**src/rtl/gfc_pkg.sv**
```systemverilog
package gfc_pkg;
  localparam int DATA_W = 32;
  localparam int ADDR_W = 8;
  localparam logic [ADDR_W-1:0] OFS_FALL_EN = 8'h48;
  localparam logic [ADDR_W-1:0] OFS_MASKED  = 8'h80;
  localparam logic [ADDR_W-1:0] OFS_EVT_EN  = 8'h94;
  localparam logic [ADDR_W-1:0] OFS_CLEAR   = 8'h98;
endpackage

```
**src/rtl/gfc_edge.sv**
```systemverilog
module gfc_edge #(
  parameter int NPIN   = 32,
  parameter int STAGES = 2
) (
  input  logic            clk,
  input  logic            rst,
  input  logic [NPIN-1:0] pin_n,
  output logic [NPIN-1:0] fall
);
  localparam int LAST = STAGES - 1;

  for (genvar p = 0; p < NPIN; p++) begin : g_pin
    logic [STAGES-1:0] sync_q;
    logic              prev_q;

    always_ff @(posedge clk) begin
      if (rst) begin
        sync_q <= '1;
        prev_q <= 1'b1;
      end else begin
        sync_q <= {sync_q[STAGES-2:0], pin_n[p]};
        prev_q <= sync_q[LAST];
      end
    end

    assign fall[p] = prev_q & ~sync_q[LAST];
  end
endmodule

```
**src/rtl/gfc_regs.sv**
```systemverilog
module gfc_regs
  import gfc_pkg::*;
#(
  parameter int NPIN = 32
) (
  input  logic              clk,
  input  logic              rst,
  input  logic [ADDR_W-1:0] bus_addr,
  input  logic              bus_wr,
  input  logic [DATA_W-1:0] bus_wdata,
  input  logic              bus_rd,
  input  logic [NPIN-1:0]   masked,
  output logic [DATA_W-1:0] bus_rdata,
  output logic [NPIN-1:0]   fall_en,
  output logic [NPIN-1:0]   evt_en,
  output logic [NPIN-1:0]   clr_mask
);
  logic [DATA_W-1:0] rd_mux;

  always_ff @(posedge clk) begin
    if (rst) begin
      fall_en <= '0;
      evt_en  <= '0;
    end else if (bus_wr) begin
      if (bus_addr == OFS_FALL_EN) fall_en <= bus_wdata[NPIN-1:0];
      if (bus_addr == OFS_EVT_EN)  evt_en  <= bus_wdata[NPIN-1:0];
    end
  end

  always_comb begin
    clr_mask = '0;
    if (bus_wr && bus_addr == OFS_CLEAR) clr_mask = bus_wdata[NPIN-1:0];
  end

  always_comb begin
    rd_mux = '0;
    case (bus_addr)
      OFS_FALL_EN: rd_mux[NPIN-1:0] = fall_en;
      OFS_EVT_EN:  rd_mux[NPIN-1:0] = evt_en;
      OFS_MASKED:  rd_mux[NPIN-1:0] = masked;
      default:     rd_mux = '0;
    endcase
  end

  always_ff @(posedge clk) begin
    if (rst)         bus_rdata <= '0;
    else if (bus_rd) bus_rdata <= rd_mux;
  end
endmodule

```
**src/rtl/gfc_cause.sv**
```systemverilog
module gfc_cause #(
  parameter int NPIN = 32
) (
  input  logic            clk,
  input  logic            rst,
  input  logic [NPIN-1:0] fall,
  input  logic [NPIN-1:0] fall_en,
  input  logic [NPIN-1:0] evt_en,
  input  logic [NPIN-1:0] clr_mask,
  output logic [NPIN-1:0] cause_q,
  output logic [NPIN-1:0] masked,
  output logic            irq_q
);
  always_ff @(posedge clk) begin
    if (rst) cause_q <= '0;
    else     cause_q <= (cause_q | (fall & fall_en)) & ~clr_mask;
  end

  assign masked = cause_q & evt_en;

  always_ff @(posedge clk) begin
    if (rst) irq_q <= 1'b0;
    else     irq_q <= |masked;
  end
endmodule

```
**src/rtl/gpio_fall_cause.sv**
```systemverilog
module gpio_fall_cause #(
  parameter int NPIN        = 32,
  parameter int SYNC_STAGES = 2
) (
  input  logic        clk,
  input  logic        rst,
  input  logic [31:0] pin_n,
  input  logic [7:0]  bus_addr,
  input  logic        bus_wr,
  input  logic [31:0] bus_wdata,
  input  logic        bus_rd,
  output logic [31:0] bus_rdata,
  output logic        irq
);
  logic [NPIN-1:0] fall;
  logic [NPIN-1:0] fall_en;
  logic [NPIN-1:0] evt_en;
  logic [NPIN-1:0] clr_mask;
  logic [NPIN-1:0] cause_q;
  logic [NPIN-1:0] masked;

  gfc_edge #(.NPIN(NPIN), .STAGES(SYNC_STAGES)) u_edge (
    .clk   (clk),
    .rst   (rst),
    .pin_n (pin_n[NPIN-1:0]),
    .fall  (fall)
  );

  gfc_regs #(.NPIN(NPIN)) u_regs (
    .clk       (clk),
    .rst       (rst),
    .bus_addr  (bus_addr),
    .bus_wr    (bus_wr),
    .bus_wdata (bus_wdata),
    .bus_rd    (bus_rd),
    .masked    (masked),
    .bus_rdata (bus_rdata),
    .fall_en   (fall_en),
    .evt_en    (evt_en),
    .clr_mask  (clr_mask)
  );

  gfc_cause #(.NPIN(NPIN)) u_cause (
    .clk      (clk),
    .rst      (rst),
    .fall     (fall),
    .fall_en  (fall_en),
    .evt_en   (evt_en),
    .clr_mask (clr_mask),
    .cause_q  (cause_q),
    .masked   (masked),
    .irq_q    (irq)
  );
endmodule

```
**config.mk**
```make
export PLATFORM = sky130hd
export DESIGN_NAME = gpio_fall_cause
export DESIGN_NICKNAME = d
export VERILOG_FILES = /design/src/rtl/gfc_pkg.sv /design/src/rtl/gfc_edge.sv /design/src/rtl/gfc_regs.sv /design/src/rtl/gfc_cause.sv /design/src/rtl/gpio_fall_cause.sv
export SDC_FILE = /design/constraint.sdc
export NUM_CORES = 1
export LEC_CHECK = 0
export BUFFER_PORTS_ARGS = -buffer_cell sky130_fd_sc_hd__buf_2
export CAP_MARGIN = 30
export CORE_MARGIN = 2
export CORE_UTILIZATION = 55
export CTS_BUF_LIST = sky130_fd_sc_hd__clkbuf_16
export DETAILED_ROUTE_END_ITERATION = 6
export PLACE_DENSITY = 0.77
export SETUP_SLACK_MARGIN = 0.15
export SLEW_MARGIN = 20
export SYNTH_ARGS = -nofsm -noshare
export SYNTH_HDL_FRONTEND = slang
export SYNTH_SLANG_ARGS = --single-unit
export TNS_END_PERCENT = 50
```
**constraint.sdc**
```tcl
create_clock -name clk -period 1.5 [get_ports clk]
set_input_delay 0 -clock clk [delete_from_list [all_inputs] [get_ports clk]]
set_output_delay 0 -clock clk [all_outputs]
set_load 0.03 [all_outputs]
```
# Word-level counts from Yosys, hierarchy flattened
# Cells that the tools add are included.
# classes
n_eq_ne	4
muxes	2
n_bitwise	69
reduce_logical	4
# op_table
cell	n
$and 32x32->32	3
$pmux 32 s3	1
$and 1x1->1	32
$mux 32	1
$not 1->1	32
$not 32->32	1
$or 32x32->32	1
$reduce_or 32->1	1
$eq 8x8->1 const B	3
$eq 8x7->1 const B	1
$reduce_and 2->1	2
$logic_and 1x1->1	1
# totals
out_inout_bits	33
elab_cells	148
inputBits	76
ff_bits	225

# Longest topological paths before layout
# Gate-level depths: netlist of the first run.
# depth
word_depth	5
depth_mapped	7
ltp_nobuf	4

# By module
# From an unflattened synthesis of the first run, not the netlist that was laid out.
# unflattened
cells_unflattened	889
area_unflattened_um2	8151.6
# modules_own_cells
module	cells_each	area_per_inst_um2	instances	seq_area_each_um2
gfc_regs	511	4077.7	1	1921.8
gfc_edge	234	2797.7	1	1921.8
gfc_cause	144	1276.2	1	660.6

# Least setup slack after synthesis of the first run
# No wires, ideal clock.
# synth_path
kind	input to register
start	input port bus_addr[4]
end	register u_regs.bus_rdata[10]
setup_ps	69
n_path_buf	1
setup_slack_ps	374
t_arrival_ps	1057
stages	5
t_required_ps	1431
cell_sequence	or4_1 -> a211oi_2 -> o21ai_2 -> buf_6 -> o21ai_1
# synth_via
elab_chain_len	2
elab_cells_between_ends	4
cone_classes	3 x eq/ne; 1 x mux
# synth_lines
item	line	text
from (decl)	gpio_fall_cause.sv:8	input logic [7:0] bus_addr,
$eq 8x8->1 / $eq 8x7->1 (equally long branches)	gfc_regs.sv:37	case (bus_addr)
$pmux 32 s3 (*)	gfc_regs.sv:37	
to (signal assigned)	gfc_regs.sv:47	else if (bus_rd) bus_rdata <= rd_mux;
to (decl)	gfc_regs.sv:13	output logic [DATA_W-1:0] bus_rdata,
# Mark *: on every way between the ends. The rest lies on a longest branch, timed or not.
# A chain may end at the register's enable or synchronous reset.

# Worst setup path after layout of the first run
# layout_path
start	register u_cause.cause_q[4]
end	register u_cause.irq_q
# layout_via
elab_chain_len	2
# layout_lines
item	line	text
from (decl)	gfc_cause.sv:10	output logic [NPIN-1:0] cause_q,
from (signal assigned)	gfc_cause.sv:16	else cause_q <= (cause_q | (fall & fall_en)) & ~clr_mask;
$and 32x32->32	gfc_cause.sv:19	assign masked = cause_q & evt_en;
$reduce_or 32->1	gfc_cause.sv:23	else irq_q <= |masked;
to (signal assigned)	gfc_cause.sv:23	
to (decl)	gfc_cause.sv:12	output logic irq_q
# No other way between the ends.

==> results.cfg, run 1 <==
[run_status]
status = completed

[route]
dr.pass1.iters = 5
wl_um = 19900
wl_per_cell_um = 16.5
vias = 6679
ant_nets = 0
vias_per_cell = 5.56
remaining_drc_errors = 0
drtIter0Drc = 634

[cts]
cts-htree-levels = 1
cts_tree = yes
clkSinkCount = 225
cts_buffers = 23
worstSkewPairLatency_ns = 0.49
root_buffer = clkbuf_16
post_cts_buffers = 0
cts_buffer_depth = 3
clkSlewWorstSetupHoldPaths_ns = 0.06

[final_layout]
register_area_um2 = 4500
nFillCells = 1064
fin_cells = 1202
nets = 1082
final_cell_mix = 225 x dfxtp_1, 160 x nand2_1, 107 x buf_2
utilization_pct = 71.9
area_growth_pct = 26.7
multiInputGateArea_um2 = 3070
drive_gt1_share_pct = 26.6
final_area_um2 = 10100
layout_commonest_cell = dfxtp_1

[sta]
period_share_pct = 86.9
finClkSkew_ns = 0.00975
period_needed_ns = 1.30
worst_pin_slew_ns = 0.410
hold_violations = 0
setup-violations-final = 0
fmaxAchievable_mhz = 767
maxSlewHeadroom_pct = 72.7
finalSetupTns_ns = 0
maxSlewViolCount = 0
whs_ns = 0.0166
grt_setup_unrepaired = false

[floorplan]
fp.dieW_um = 124
ios = 109
rows = 43
start_util_pct = 56.8
fp.dieH_um = 124
dieArea_um2 = 15400
fp.coreArea_um2 = 14000

[run]
cap_violations = 0

[critical_path]
critical_path_required_ns = 1.82
critical_path_peak_fanout = 3
cp-end-kind = flop
cp-start-kind = flop
reg2reg_from = u_cause.cause_q[4]
worstPathArrival_ns = 1.63
path_class = reg -> reg
startpoint = u_cause.cause_q[4]

[power]
power_switching_mw = 2.53
p_int_mw = 9.16
power.density_nw_per_um2 = 1160
ir_worst_vdd_mv = 0.842
p_leak_nw = 3.92
power_frac_seq_pct = 52.3
power_frac_comb_pct = 4.7
pwr-share-clk_pct = 43.0
p_sw_share_pct = 21.6

[grt]
grt_pass1_wl_um = 31600
antenna_found_initial = 2
grt_util_all_layers_pct = 25.9
gr-total-overflow = 0
grt_max_degree = 82
first_global_vias = 6539

[hold_path]
worstHoldStart = bus_rd
hp-class = in -> reg

[synth]
syn_area_um2 = 7940
synthCells = 839
yosysTopAreaCell = dfxtp_1
synthesis.nets = 915
yosys-top-cells-area = dfxtp_1 57%, nand2_1 7.6%, or2_2 7.6%
yosys_register_bits = 225
synth.top_cell.area_share_pct = 56.7
ys_types = 35
syn_area_per_cell_um2 = 9.46
seq_area_frac_synth_pct = 56.7
ys_warn_count = 0

[placement]
gp_congestion = 0.822
port_buffers = 108
placed_area_um2 = 8740
dp_cells = 1096
dp_hpwl_um = 12400
-- power groups by stage --
stage	combinational, mW	sequential (mW)	clock, mW
6_report	0.547	6.12	5.03
3_5_place_dp	0.409	6.25	0
4_1_cts	0.540	6.11	5.07
3_3_place_gp	0.405	6.24	0
5_1_grt	0.595	6.12	5.32
2_1_floorplan	0.200	6.23	0
-- Yosys cell counts --
master	number
a211oi_1	32
a211oi_2	1
a21oi_1	64
a221oi_1	3
a22o_1	3
a22oi_1	42
a31oi_1	32
a32o_1	32
a41oi_1	1
and3_1	3
and3b_1	1
and4_1	2
and4bb_2	1
buf_2	22
buf_4	3
buf_6	3
clkbuf_1	31
dfxtp_1	225
inv_1	32
nand2_1	160
nand3_1	2
nand3b_1	1
nand4_1	3
nor2_1	2
nor2b_1	3
nor3_2	1
nor4_4	1
nor4b_2	1
nor4bb_1	1
o21ai_0	1
o21ai_1	31
o21ai_2	1
or2_2	96
or3b_1	1
or4_1	1
-- flip-flops by register name, summed over array words and instances (netlist names) --
register / count
u_regs.evt_en: 32
u_edge.g_pin.sync_q: 64
u_edge.g_pin.prev_q: 32
u_cause.irq_q: 1
u_regs.fall_en: 32
u_regs.bus_rdata: 32
u_cause.cause_q: 32
-- per-stage QoR --
| stage | worst slack (ns) | power (mW) |
|---|---|---|
| final | 0.197 | 11.7 |
| after global routing | 0.148 | 12.0 |
| after CTS | 0.162 | 11.7 |
| after detailed placement | 0.0197 | 6.66 |
| after global placement | 0.0456 | 6.65 |
| after floorplan | 0.374 | 6.43 |
-- metal layers --
metal	up-vias	track usage, %	share of wire (%)
met5	-	0	0.050
met4	2	8.50	2.7
met3	43	5.08	7.0
met2	248	43.3	47
met1	3132	33.7	43
li1	3254	-	-
-- worst max-delay path, stage by stage (launching register included) --
cell and delay [ns]:
dfxtp_1 0.32, a22o_1 0.26, a221oi_2 0.17, and3_1 0.23, a41oi_2 0.15
-- cell families after synthesis --
kind of cell / synth area share [%]
AOI/OAI and AO/OA: 20.6
buffers and inverters: 5.07
DFF: 56.7
and+or+nand+nor: 17.6
-- path summary, 6_finish.rpt --
check | slack [ns] | endpoint | depth (start not counted)
setup / recovery | 0.20 | u_cause.irq_q | 4
hold / removal | 0.02 | u_regs.bus_rdata[25] | 5
setup reg to reg | 0.20 | u_cause.irq_q | 4
hold reg to reg | 0.41 | u_edge.g_pin[20].sync_q[1] | 1
-- repair_timing --
item | CTS | global route
hold buffers | 65 | 0
endpoints found under the setup margin | 0 | 1
gates resized for setup | 0 | 2
hold endpoints to repair | 128 | 0
-- cell type report --
type,count,area share [%]
well taps,180,2.24
diodes,1,0.0249
clock inverters,17,0.821
repair buffers,201,14.7
clock buffers,23,5.72
inverters,32,1.19
multi-input cells,523,30.5
flip-flops and latches,225,44.8
Power figures use the tool's default switching activity.
==> inputs of run 2 (changes only) <==
--- a/config.mk
+++ b/config.mk
@@ -5,14 +5,15 @@
 export SDC_FILE = /design/constraint.sdc
 export NUM_CORES = 1
 export LEC_CHECK = 0
-export BUFFER_PORTS_ARGS = -buffer_cell sky130_fd_sc_hd__buf_2
 export CAP_MARGIN = 30
 export CORE_MARGIN = 2
 export CORE_UTILIZATION = 55
 export CTS_BUF_LIST = sky130_fd_sc_hd__clkbuf_16
 export DETAILED_ROUTE_END_ITERATION = 6
-export PLACE_DENSITY = 0.77
+export DONT_BUFFER_PORTS = 1
+export PLACE_DENSITY = 0.7
 export SETUP_SLACK_MARGIN = 0.15
+export SKIP_CTS_REPAIR_TIMING = 1
 export SLEW_MARGIN = 20
 export SYNTH_ARGS = -nofsm -noshare
 export SYNTH_HDL_FRONTEND = slang
==> results.cfg, run 2 (synthesized netlist as in run 1, its figures left out) <==
[run_status]
status = complete, but fails checks
violations = hold timing

[floorplan]
start_util_pct = 56.8
rows = 43
dieArea_um2 = 15400
ios = 109
fp.dieW_um = 124
fp.coreArea_um2 = 14000
fp.dieH_um = 124

[sta]
whs_ns = -0.00417
maxSlewHeadroom_pct = 72.4
maxSlewViolCount = 0
setup_ws_ns = 0.156
grt_setup_unrepaired = false
finClkSkew_ns = 0.0102
worst_pin_slew_ns = 0.415
period_share_pct = 89.6
setup-violations-final = 0
period_needed_ns = 1.34
hold_violations = 1
fmaxAchievable_mhz = 744
finalSetupTns_ns = 0

[critical_path]
crit_slowest_cell = dlygate4sd3_1
cp-end-kind = flop
critPathTopFamily = buffers and inverters
critical_path_peak_fanout = 26
cp-start-kind = input port
crit_buf_inv = 3
cpPeakStageDelay_ns = 0.56
path_cells = and4bb_2, buf_12, nand3_1, buf_4, nand2_1, a21oi_1, dlygate4sd3_1
path_class = in -> reg
worstPathArrival_ns = 1.72
critical_path_required_ns = 1.88

[final_layout]
fin_cells = 1205
register_area_um2 = 4500
drive_gt1_share_pct = 14.6
largest_reg_flops = 64
nFillCells = 982
area_growth_pct = 34.7
nets = 1086
regMostFlops = u_edge.g_pin.sync_q
layout_commonest_cell = dfxtp_1
final_cell_mix = 225 x dfxtp_1, 188 x dlygate4sd3_1, 160 x nand2_1
final_area_um2 = 10700
multiInputGateArea_um2 = 3060

[route]
wl_per_cell_um = 18.2
ant_nets = 0
dr.pass1.iters = 5
vias_per_cell = 5.78
drtIter0Drc = 673
wl_um = 22000
vias = 6959
remaining_drc_errors = 0

[placement]
placed_area_um2 = 8120
gp_congestion = 0.802
port_buffers = 0
dp_cells = 976
dp_hpwl_um = 11400
pre_cts_ws_ns = 0.210

[grt]
antenna_found_initial = 1
grt_util_all_layers_pct = 24.1
grt_pass1_wl_um = 29000
grt_max_degree = 196
gr-total-overflow = 0
first_global_vias = 5647

[cts]
cts_buffer_depth = 3
clkSlewWorstSetupHoldPaths_ns = 0.06
worstSkewPairLatency_ns = 0.49
cts_buffers = 23
root_buffer = clkbuf_16
cts-htree-levels = 1
clkSinkCount = 225
cts_tree = yes

[hold_path]
hp-class = in -> reg

[power]
ir_worst_vdd_mv = 0.954
p_leak_nw = 3.84
power.density_nw_per_um2 = 1100

[run]
cap_violations = 0
-- run 2: cell types whose count changed in the layout (fill, tap and decap cells not counted), moves of 2 or more --
| cell | before | now |
|---|---|---|
| dlygate4sd3_1 | 65 | 188 |
| clkinv_1 | 5 | 8 |
| inv_1 | 37 | 35 |
| buf_2 | 107 | 0 |
| buf_4 | 23 | 9 |
-- run 2: worst paths after layout --
path / from / cells after the start / slack (ns) / endpoint
setup / recovery: bus_addr[2] / 7 / 0.16 / u_regs.fall_en[12]
hold reg to reg: u_edge.g_pin[28].sync_q[0] / 1 / 0.41 / u_edge.g_pin[28].sync_q[1]
setup reg to reg: u_regs.evt_en[19] / 3 / 0.21 / u_regs.evt_en[19]
hold / removal: bus_addr[0] / 4 / -0.004 / u_regs.bus_rdata[3]
-- run 2: metal layers --
| layer | GRT usage (%) | vias up | share of wire, % |
|---|---|---|---|
| met1 | 30.5 | 3347 | 41 |
| met3 | 8.20 | 42 | 8.2 |
| met5 | 0 | - | 0 |
| li1 | - | 3272 | - |
| met2 | 38.7 | 298 | 49 |
| met4 | 8.22 | 0 | 2.1 |
-- run 2: final cells by class --
class | count | area share (%)
Antenna cell | 1 | 0.0234
Inverter | 32 | 1.12
Multi-Input combinational cell | 523 | 28.6
Sequential cell | 225 | 42.1
Clock inverter | 16 | 0.854
Clock buffer | 23 | 5.38
Timing Repair Buffer | 205 | 19.8
Tap cell | 180 | 2.11
-- run 2: worst min-delay path: stages --
cell     delay (ns)
nor4_4         0.03
buf_4          0.18
a22oi_1        0.16
o21ai_1        0.07
-- run 2: report_power, final --
group	switching, mW	internal (mW)
Clock	2.19	2.93
Combinational	0.204	0.334
Sequential	0.0371	6.08
-- run 2: metrics by stage --
stage / hold WS [ns] / power (mW) / util (%)
2_1_floorplan: 0.0970 / 6.43 / -
6_report: -0.00417 / 11.8 / 76.5
5_1_grt: 0.0145 / 12.2 / 76.5
3_5_place_dp: 0.0838 / 6.44 / 58.0
3_3_place_gp: 0.0821 / 6.43 / 58.0
4_1_cts: -0.434 / 11.5 / 62.8
==> inputs of run 3 (changes only) <==
--- a/config.mk
+++ b/config.mk
@@ -6,12 +6,14 @@
 export NUM_CORES = 1
 export LEC_CHECK = 0
 export CAP_MARGIN = 30
+export CELL_PAD_IN_SITES_DETAIL_PLACEMENT = 0
+export CELL_PAD_IN_SITES_GLOBAL_PLACEMENT = 1
 export CORE_MARGIN = 2
-export CORE_UTILIZATION = 55
+export CORE_UTILIZATION = 48
 export CTS_BUF_LIST = sky130_fd_sc_hd__clkbuf_16
 export DETAILED_ROUTE_END_ITERATION = 6
 export DONT_BUFFER_PORTS = 1
-export PLACE_DENSITY = 0.7
+export PLACE_DENSITY = 0.78
 export SETUP_SLACK_MARGIN = 0.15
 export SKIP_CTS_REPAIR_TIMING = 1
 export SLEW_MARGIN = 20
==> results.cfg, run 3 (synthesized netlist as in run 1, its figures left out) <==
[hold_path]
hold_depth = 4
hp-class = in -> reg

[sta]
maxSlewViolCount = 0
grt_setup_unrepaired = false
maxSlewHeadroom_pct = 72.7
worst_pin_slew_ns = 0.409
fmaxAchievable_mhz = 764
period_share_pct = 87.2
whs_ns = 0.0119
finalSetupTns_ns = 0
finClkSkew_ns = 0.0106
period_needed_ns = 1.31
hold_violations = 0
setup-violations-final = 0

[floorplan]
fp.coreArea_um2 = 16300
fp.dieW_um = 133
fp.dieH_um = 133
start_util_pct = 48.6
dieArea_um2 = 17600
rows = 47
ios = 109

[placement]
gp_congestion = 0.821
port_buffers = 0
dp_hpwl_um = 12100
dp_cells = 1018

[route]
remaining_drc_errors = 0
dr.pass1.iters = 5
vias = 6875
vias_per_cell = 5.56
wl_per_cell_um = 18.2
ant_nets = 0
drtIter0Drc = 491
wl_um = 22600

[cts]
cts_buffers = 23
cts-htree-levels = 1
root_buffer = clkbuf_16
cts_buffer_depth = 3
clkSinkCount = 225
worstSkewPairLatency_ns = 0.50
clkSlewWorstSetupHoldPaths_ns = 0.06
cts_tree = yes

[critical_path]
cpPeakStageDelay_ns = 0.56
path_class = reg -> reg
crit_slowest_cell = dlygate4sd3_1
critical_path_required_ns = 1.88
path_cells = or2_2, dlygate4sd3_1
cp-end-kind = flop
worstPathArrival_ns = 1.69
cp-start-kind = flop
critical_path_peak_fanout = 2
r2r_cells = 2

[final_layout]
largest_reg_flops = 64
drive_gt1_share_pct = 14.8
nets = 1078
layout_commonest_cell = dfxtp_1
area_growth_pct = 34.1
regMostFlops = u_edge.g_pin.sync_q
utilization_pct = 65.1
final_cell_mix = 225 x dfxtp_1, 178 x dlygate4sd3_1, 160 x nand2_1
fin_cells = 1237

[power]
p_leak_nw = 3.91
power.density_nw_per_um2 = 1100
power_mw = 11.8
ir_worst_vdd_mv = 0.768

[grt]
grt_util_all_layers_pct = 22.1
gr-total-overflow = 0
grt_max_degree = 196
grt_pass1_wl_um = 31400
first_global_vias = 5933
antenna_found_initial = 1

[run_status]
status = completed

[run]
cap_violations = 0
==> run 3: changes by cell type in the layout (fill, tap and decap cells not counted), sizes merged <==
| cell | change |
|---|---|
| dlygate4sd3 | -10 |
| buf | +2 |
| clkinv | -2 |
| inv | +2 |
==> run 3: final timing paths <==
check,slack (ns),startpoint,end
worst max-delay path,0.19,u_edge.g_pin[20].sync_q[1],u_edge.g_pin[20].prev_q
worst min-delay path,0.01,bus_wr,u_regs.fall_en[6]
worst max register to register,0.19,u_edge.g_pin[20].sync_q[1],u_edge.g_pin[20].prev_q
worst min register to register,0.41,u_edge.g_pin[2].sync_q[0],u_edge.g_pin[2].sync_q[1]
==> run 3: layout make-up <==
type | count | area (µm²)
fill | 1366 | 5700
sequential | 225 | 4500
multi-input combinational | 523 | 3060
timing repair buffer | 197 | 2020
clock buffer | 23 | 576
tap | 220 | 275
inverter | 32 | 120
clock inverter | 16 | 93.8
antenna | 1 | 2.50
==> run 3: worst max-delay path: cells and delay by family, from the launching register on <==
family / cells / cell delay (ns)
DFF: 1 / 0.33
and+or+nand+nor: 1 / 0.30
buffers and inverters: 1 / 0.56
==> run 3: metrics by stage <==
stage,area (µm²),setup WS (ns)
2_1_floorplan,7940,0.374
3_3_place_gp,8170,0.276
3_5_place_dp,8170,0.190
4_1_cts,8840,0.249
5_1_grt,10600,0.129
6_report,10700,0.192
==> run 3: routing by layer <==
layer	share of wire (%)	wire, µm	GRT usage [%]
met5	0	0	0
met4	1.9	437	6.63
met3	7.5	1700	6.51
met2	49	11100	36.4
met1	42	9370	28.2
==> run 3: power breakdown <==
group	internal [mW]	total, mW	switching, mW
combinational	0.307	0.505	0.198
sequential	6.08	6.12	0.0339
clock	2.93	5.14	2.21
